$ cat src/rtl/ose_pkg.sv
package ose_pkg;

  localparam int unsigned WORD_W = 16;

  typedef logic [WORD_W-1:0] word_t;

  typedef enum logic [1:0] {
    OP_NONE = 2'd0,
    OP_PROG = 2'd1,
    OP_SECT = 2'd2,
    OP_CHIP = 2'd3
  } op_e;

  // program may only clear bits
  function automatic word_t prog_merge(word_t old_w, word_t new_w);
    return old_w & new_w;
  endfunction

  // aborted program: only the low byte of the new data has reached the cells
  function automatic word_t abort_merge(word_t old_w, word_t new_w);
    word_t hi_keep;
    hi_keep = ~word_t'(8'hFF);
    return old_w & (new_w | hi_keep);
  endfunction

  // word returned on a read while an operation is running
  function automatic word_t status_word(op_e op, logic src7, logic tgl);
    word_t w;
    w    = '0;
    w[7] = (op == OP_PROG) ? ~src7 : 1'b0;
    w[6] = tgl;
    return w;
  endfunction

endpackage

$ cat src/rtl/ose_seq.sv
module ose_seq
  import ose_pkg::*;
#(
  parameter int unsigned AW           = 6,
  parameter int unsigned PROG_CYCLES  = 20,
  parameter int unsigned ERASE_CYCLES = 60
) (
  input  logic          clk,
  input  logic          rst_n,
  input  logic          req_valid,
  input  op_e           req_op,
  input  logic [AW-1:0] req_addr,
  input  word_t         req_data,
  output logic          busy,
  output op_e           cur_op,
  output logic [AW-1:0] cur_addr,
  output word_t         cur_data,
  output logic          op_done,
  output logic          op_abort
);

  localparam int unsigned MAXC = (PROG_CYCLES > ERASE_CYCLES) ? PROG_CYCLES : ERASE_CYCLES;
  localparam int unsigned CW   = $clog2(MAXC + 1);

  logic [CW-1:0] cnt_q;
  logic          start;

  function automatic logic [CW-1:0] load_value(op_e op);
    return (op == OP_PROG) ? CW'(PROG_CYCLES - 1) : CW'(ERASE_CYCLES - 1);
  endfunction

  assign start    = req_valid && !busy && (req_op != OP_NONE);
  assign op_done  = rst_n && busy && (cnt_q == '0);
  assign op_abort = !rst_n && busy && (cur_op == OP_PROG);

  always_ff @(posedge clk) begin
    if (!rst_n) begin
      busy     <= 1'b0;
      cnt_q    <= '0;
      cur_op   <= OP_NONE;
      cur_addr <= '0;
      cur_data <= '0;
    end else if (busy) begin
      if (cnt_q == '0) busy <= 1'b0;
      else             cnt_q <= cnt_q - CW'(1);
    end else if (start) begin
      busy     <= 1'b1;
      cnt_q    <= load_value(req_op);
      cur_op   <= req_op;
      cur_addr <= req_addr;
      cur_data <= req_data;
    end
  end

endmodule

$ cat src/rtl/ose_array.sv
module ose_array
  import ose_pkg::*;
#(
  parameter int unsigned DEPTH      = 64,
  parameter int unsigned SECT_WORDS = 16,
  parameter int unsigned AW         = 6
) (
  input  logic          clk,
  input  logic          op_done,
  input  logic          op_abort,
  input  op_e           cur_op,
  input  logic [AW-1:0] cur_addr,
  input  word_t         cur_data,
  input  logic [AW-1:0] rd_addr,
  output word_t         rd_word
);

  localparam int unsigned SW = $clog2(SECT_WORDS);

  word_t rows [DEPTH];

  for (genvar i = 0; i < DEPTH; i++) begin : g_word
    localparam logic [AW-1:0] IDX = AW'(i);
    logic  sel_word;
    logic  sel_sect;
    word_t word_q;

    assign sel_word = (cur_addr == IDX);
    assign sel_sect = (cur_op == OP_CHIP) ||
                      ((cur_op == OP_SECT) && (IDX[AW-1:SW] == cur_addr[AW-1:SW]));

    // cells are non-volatile: no reset
    always_ff @(posedge clk) begin
      if (op_done && sel_sect)
        word_q <= '1;
      else if (op_done && (cur_op == OP_PROG) && sel_word)
        word_q <= prog_merge(word_q, cur_data);
      else if (op_abort && sel_word)
        word_q <= abort_merge(word_q, cur_data);
    end

    assign rows[i] = word_q;
  end

  assign rd_word = rows[rd_addr];

endmodule

$ cat src/rtl/ose_status.sv
module ose_status
  import ose_pkg::*;
(
  input  logic  clk,
  input  logic  rst_n,
  input  logic  rd_en,
  input  logic  busy,
  input  op_e   cur_op,
  input  logic  poll_src,
  input  word_t array_word,
  output word_t rd_data,
  output logic  tog_bit,
  output logic  rd_access
);

  logic rd_en_q;
  logic tog_nxt;

  assign rd_access = rd_en && !rd_en_q;
  assign tog_nxt   = tog_bit ^ (rd_access && busy);

  always_ff @(posedge clk) begin
    if (!rst_n) begin
      rd_en_q <= 1'b0;
      tog_bit <= 1'b0;
      rd_data <= '0;
    end else begin
      rd_en_q <= rd_en;
      tog_bit <= tog_nxt;
      if (!rd_en)    rd_data <= '0;
      else if (busy) rd_data <= status_word(cur_op, poll_src, tog_nxt);
      else           rd_data <= array_word;
    end
  end

endmodule

$ cat src/rtl/ose_engine.sv
module ose_engine
  import ose_pkg::*;
#(
  parameter int unsigned DEPTH        = 64,
  parameter int unsigned SECT_WORDS   = 16,
  parameter int unsigned PROG_CYCLES  = 20,
  parameter int unsigned ERASE_CYCLES = 60,
  parameter int unsigned AW           = $clog2(DEPTH)
) (
  input  logic              clk,
  input  logic              rst_n,
  input  logic              req_valid,
  input  logic [1:0]        req_op,
  input  logic [AW-1:0]     req_addr,
  input  logic [WORD_W-1:0] req_data,
  input  logic              rd_en,
  input  logic [AW-1:0]     rd_addr,
  output logic [WORD_W-1:0] rd_data,
  output logic              busy
);

  op_e           cur_op;
  logic [AW-1:0] cur_addr;
  word_t         cur_data;
  logic          op_done;
  logic          op_abort;
  word_t         array_word;
  logic          tog_bit;
  logic          rd_access;

  ose_seq #(
    .AW(AW), .PROG_CYCLES(PROG_CYCLES), .ERASE_CYCLES(ERASE_CYCLES)
  ) u_seq (
    .clk(clk), .rst_n(rst_n), .req_valid(req_valid), .req_op(op_e'(req_op)),
    .req_addr(req_addr), .req_data(req_data), .busy(busy), .cur_op(cur_op),
    .cur_addr(cur_addr), .cur_data(cur_data), .op_done(op_done), .op_abort(op_abort)
  );

  ose_array #(
    .DEPTH(DEPTH), .SECT_WORDS(SECT_WORDS), .AW(AW)
  ) u_array (
    .clk(clk), .op_done(op_done), .op_abort(op_abort), .cur_op(cur_op),
    .cur_addr(cur_addr), .cur_data(cur_data), .rd_addr(rd_addr), .rd_word(array_word)
  );

  ose_status u_status (
    .clk(clk), .rst_n(rst_n), .rd_en(rd_en), .busy(busy), .cur_op(cur_op),
    .poll_src(cur_data[7]), .array_word(array_word), .rd_data(rd_data),
    .tog_bit(tog_bit), .rd_access(rd_access)
  );

endmodule

$ cat config.mk
export PLATFORM = sky130hd
export DESIGN_NAME = ose_engine
export DESIGN_NICKNAME = d
export VERILOG_FILES = /design/src/rtl/ose_pkg.sv /design/src/rtl/ose_seq.sv /design/src/rtl/ose_array.sv /design/src/rtl/ose_status.sv /design/src/rtl/ose_engine.sv
export SDC_FILE = /design/constraint.sdc
export NUM_CORES = 2
export LEC_CHECK = 0
export ABC_CLOCK_PERIOD_IN_PS = 3600
export CAP_MARGIN = 5
export CORE_UTILIZATION = 62
export CTS_CLUSTER_DIAMETER = 40
export DETAILED_ROUTE_END_ITERATION = 10
export PLACE_DENSITY = 0.86
export SLEW_MARGIN = 20
export SYNTH_ARGS = -nofsm -noshare
export SYNTH_HDL_FRONTEND = slang
export SYNTH_HIERARCHICAL = 1
export SYNTH_SLANG_ARGS = --single-unit
$ cat constraint.sdc
create_clock -name clk -period 3.6 [get_ports clk]
set_input_delay 0.9 -clock clk [delete_from_list [all_inputs] [get_ports clk]]
set_output_delay 0.9 -clock clk [all_outputs]
set_load 0.01 [all_outputs]
==> reports/results.ini <==
[status]
status=finished, final reports clean

[worst_setup_path]
path_class=flop to flop
rrSetupSlack_ns=0.47
crit_required_ns=4.14
ff2ff_path_depth=11
r2r_end=u_array/g_word[45].word_q[5]
critical_path.max_fanout=16
start_kind=flop
endpoint_kind=flop
path_delay_family=simple AND/OR/NAND/NOR gates
cp_common_cell=nand2_1
crit_path_start=u_seq/cnt_q[0]
cp_cell_sequence=inv_1 -> ha_1 -> and2b_1 -> nand3_1 -> nor2_1 -> nand3b_1 -> a21oi_1 -> buf_4 -> nand2_1 -> o21ai_0 -> nand2_1
crit_buf_inv=2
slowest_delay_ns=0.41
slowest_stage=nand3b_1
r2r-start=u_seq/cnt_q[0]
arrival_ns=3.67

[cells_and_area]
synthToLayoutAreaGrowth_pct=13.22
drive_gt1_share_pct=14.42
final_nets=4257
final_cells=5185
n_antenna_cell=0

[sta]
rsz0062_at_grt=no
finalSetupTns_ns=0
fin_crit_ns=3.130
setup_viol=0
slew_viol_final=0
hold_viol_final=0
relSlewSlack_pct=19.40
setup_ws_ns=0.4701
period_share_pct=86.94
fmaxAchievable_ghz=0.3195
fin_skew_ns=0.03595
hold_slack_ns=0.4588
tightest_slew_ns=1.200

[logic_synthesis]
synth.avg_cell_area_um2=9.615
yosysWarnings=6
synthCells=4276
syn_nets=4312
synth.distinct_cells=48
synth_area_mm2=0.04111
ys_seq_area_share_pct=52.25
synthArstFlopShare_pct=0
ys_ff_latch=1073
synth-edff-count=0
ys.flop_type=dfxtp_1

[place]
port-buffer-count=50
dp_slack_ns=0.05936
place.gp.congestion=0.8955
dpl.hpwl_um=69080
dp_cells=4964

[routing]
via_per_inst=6.605
via_count=34250
wl_per_cell_um=22.65
drt-pass1-iter-count=8
wirelength_um=117400
drt-initial-drc-count=4901
drc=0
ant_nets=0

[clocking]
numCtsBuffers=119
clock_latency_ns=0.69
clkTransAtPathRegs_ns=0.06
post_cts_buffers=0
clockBufferDepth=3
cts.sinks=1073
htree_levels=3
cts_hold_buffers=0
post_cts_resized=0
cts_tree=yes
cts_root_buffer=clkbuf_16

[worst_hold_path]
hold_path.class=flop to flop
holdPathStages=2
min_from=u_array/g_word[25].word_q[11]
whs_endpoint=u_array/g_word[25].word_q[11]

[power]
ir_worst_vdd_mv=0.6540
total_power_uw=30260
p_seq_share_pct=47.4
p_clk_share_pct=42.1
p_per_area_mw_per_mm2=650.1
swShare_pct=25.43
comb_power_share_pct=10.5
intPower_uw=22570
p_leak_uw=0.02252
netSwitchingPower_uw=7696

[grt]
grt_pass1_vias=33270
grt-ovfl-total=0
grtUsageMet2_pct=54.40
grt_pass1_wl_um=183400
top_usage_layer=met2
use_met3_pct=8.875
grt_start_max_net_pins=161
antenna_found_initial=0
grtUsageMet1_pct=44.53
grt.total_usage_pct=34.51

[floorplan]
num_io_pins=51
die_h_um=259.5
initial_core_util_pct=62.65
die-area_mm2=0.06735
die_w_um=259.5
core_region_area_mm2=0.06563
rows=94

[run]
maxCapViolCount=0

[flip-flops by register name, indices dropped and copies added (netlist names)]
name,count
u_seq/cur_addr,6
u_status/tog_bit,1
u_seq/cur_op,2
u_seq/cnt_q,6
u_array/g_word.word_q,1024
u_status/rd_en_q,1
u_seq/busy,1
u_status/rd_data,16
u_seq/cur_data,16
[area by class of cell]
cell class	count	area, µm²
clock buffer	151	3282
clock inverter	70	903.4
fill	4138	19080
inverter	8	30.03
multi-input combinational	2866	18230
sequential	1073	21510
tap	864	1081
timing repair buffer	153	1511
[cell families after synthesis]
logic type | synth area share (%)
mux | 16.08
xor+xnor | 0.04261
compound gates | 15.03
buf+inv | 3.691
fa+ha+maj | 0.06085
flops | 52.25
simple gates | 12.85
[layout by cell type, fill, tap and decap left out, types with 3 or more instances in the layout]
master,instances
o21ai_1,14
mux2i_1,48
nor3_4,4
nor2_1,54
clkinv_2,15
and2_2,13
nand2_1,1205
and2_1,4
mux4_1,10
inv_8,4
a21oi_1,60
buf_4,86
o21ai_0,1059
clkbuf_1,17
a32o_1,3
inv_1,8
clkbuf_8,12
clkbuf_16,122
buf_12,19
o22ai_1,20
nand3b_1,6
dfxtp_1,1057
clkdlybuf4s50_1,45
dfxtp_4,5
clkinvlp_4,10
a211oi_1,13
nand3_1,6
mux2_2,3
nand2b_1,20
o41ai_1,13
mux4_2,259
a2111oi_0,3
inv_6,12
clkinv_4,11
bufinv_16,15
nor3_1,5
nor2b_1,15
dfxtp_2,11
[metal layers]
metal	wire, µm	share of wire [%]	vias up
met5	0	0	-
met4	5468	4.7	0
met3	14890	13	485
met2	53900	46	2474
met1	43160	37	16470
li1	-	-	14820
[worst reg2reg max path, stage by stage, from the launching register on]
cell      delay, ns
dfxtp_1        0.34
inv_1          0.09
ha_1           0.15
and2b_1        0.18
nand3_1        0.21
nor2_1         0.19
nand3b_1       0.41
a21oi_1        0.29
buf_4          0.28
nand2_1        0.34
o21ai_0        0.37
nand2_1        0.14
[per-stage QoR]
stage | utilization [%] | area [µm²]
3_5_place_dp | 64.53 | 42350
3_3_place_gp | 64.52 | 42350
5_1_grt | 70.93 | 46550
2_1_floorplan | - | 41110
6_report | 70.93 | 46550
4_1_cts | 70.90 | 46530
[power by group through the flow]
stage / combinational, µW / sequential [µW] / clock (µW)
2_1_floorplan: 2390 / 14100 / 0
3_3_place_gp: 2820 / 14400 / 0
3_5_place_dp: 3000 / 14500 / 0
4_1_cts: 3100 / 14300 / 12800
5_1_grt: 3420 / 14500 / 13300
6_report: 3160 / 14300 / 12800
[synth_stat cells (2+ instances only)]
cell type,instances,area (µm²)
mux2i_1,48,480.5
a211oi_1,13,97.59
mux2_2,3,33.78
a31oi_1,2,12.51
nand3_1,6,30.03
a2111oi_0,3,26.28
and2_1,4,25.02
nand2_1,1207,4531
o41ai_1,13,113.9
a21oi_1,60,300.3
clkbuf_1,246,923.4
buf_6,9,101.4
xnor2_1,2,17.52
buf_2,47,235.2
mux4_2,259,5833
buf_12,2,40.04
nand3b_1,6,45.04
a32o_1,3,30.03
inv_1,8,30.03
nor3_1,11,55.05
a311oi_1,2,17.52
buf_1,2,7.510
nor2b_1,15,93.84
buf_4,22,165.2
nor2_1,54,202.7
a211oi_2,2,25.02
ha_1,2,25.02
o21ai_0,1059,5300
o21ai_1,16,80.08
dfxtp_1,1073,21480
and2_2,13,97.59
o22ai_1,20,125.1
mux4_1,10,262.8
nand2b_1,20,125.1
[worst max path at each step]
stage,to,slack (ns),cells after the start
2_1_floorplan,u_status/rd_data[11],0.89,10
3_3_place_gp,u_status/rd_data[7],0.06,9
3_5_place_dp,u_status/rd_data[7],0.06,9
4_1_cts,u_array/g_word[45].word_q[5],0.62,11
5_1_grt,u_array/g_word[45].word_q[5],0.35,11
6_report,u_array/g_word[45].word_q[5],0.47,11
(Power assumes the default switching activity.)
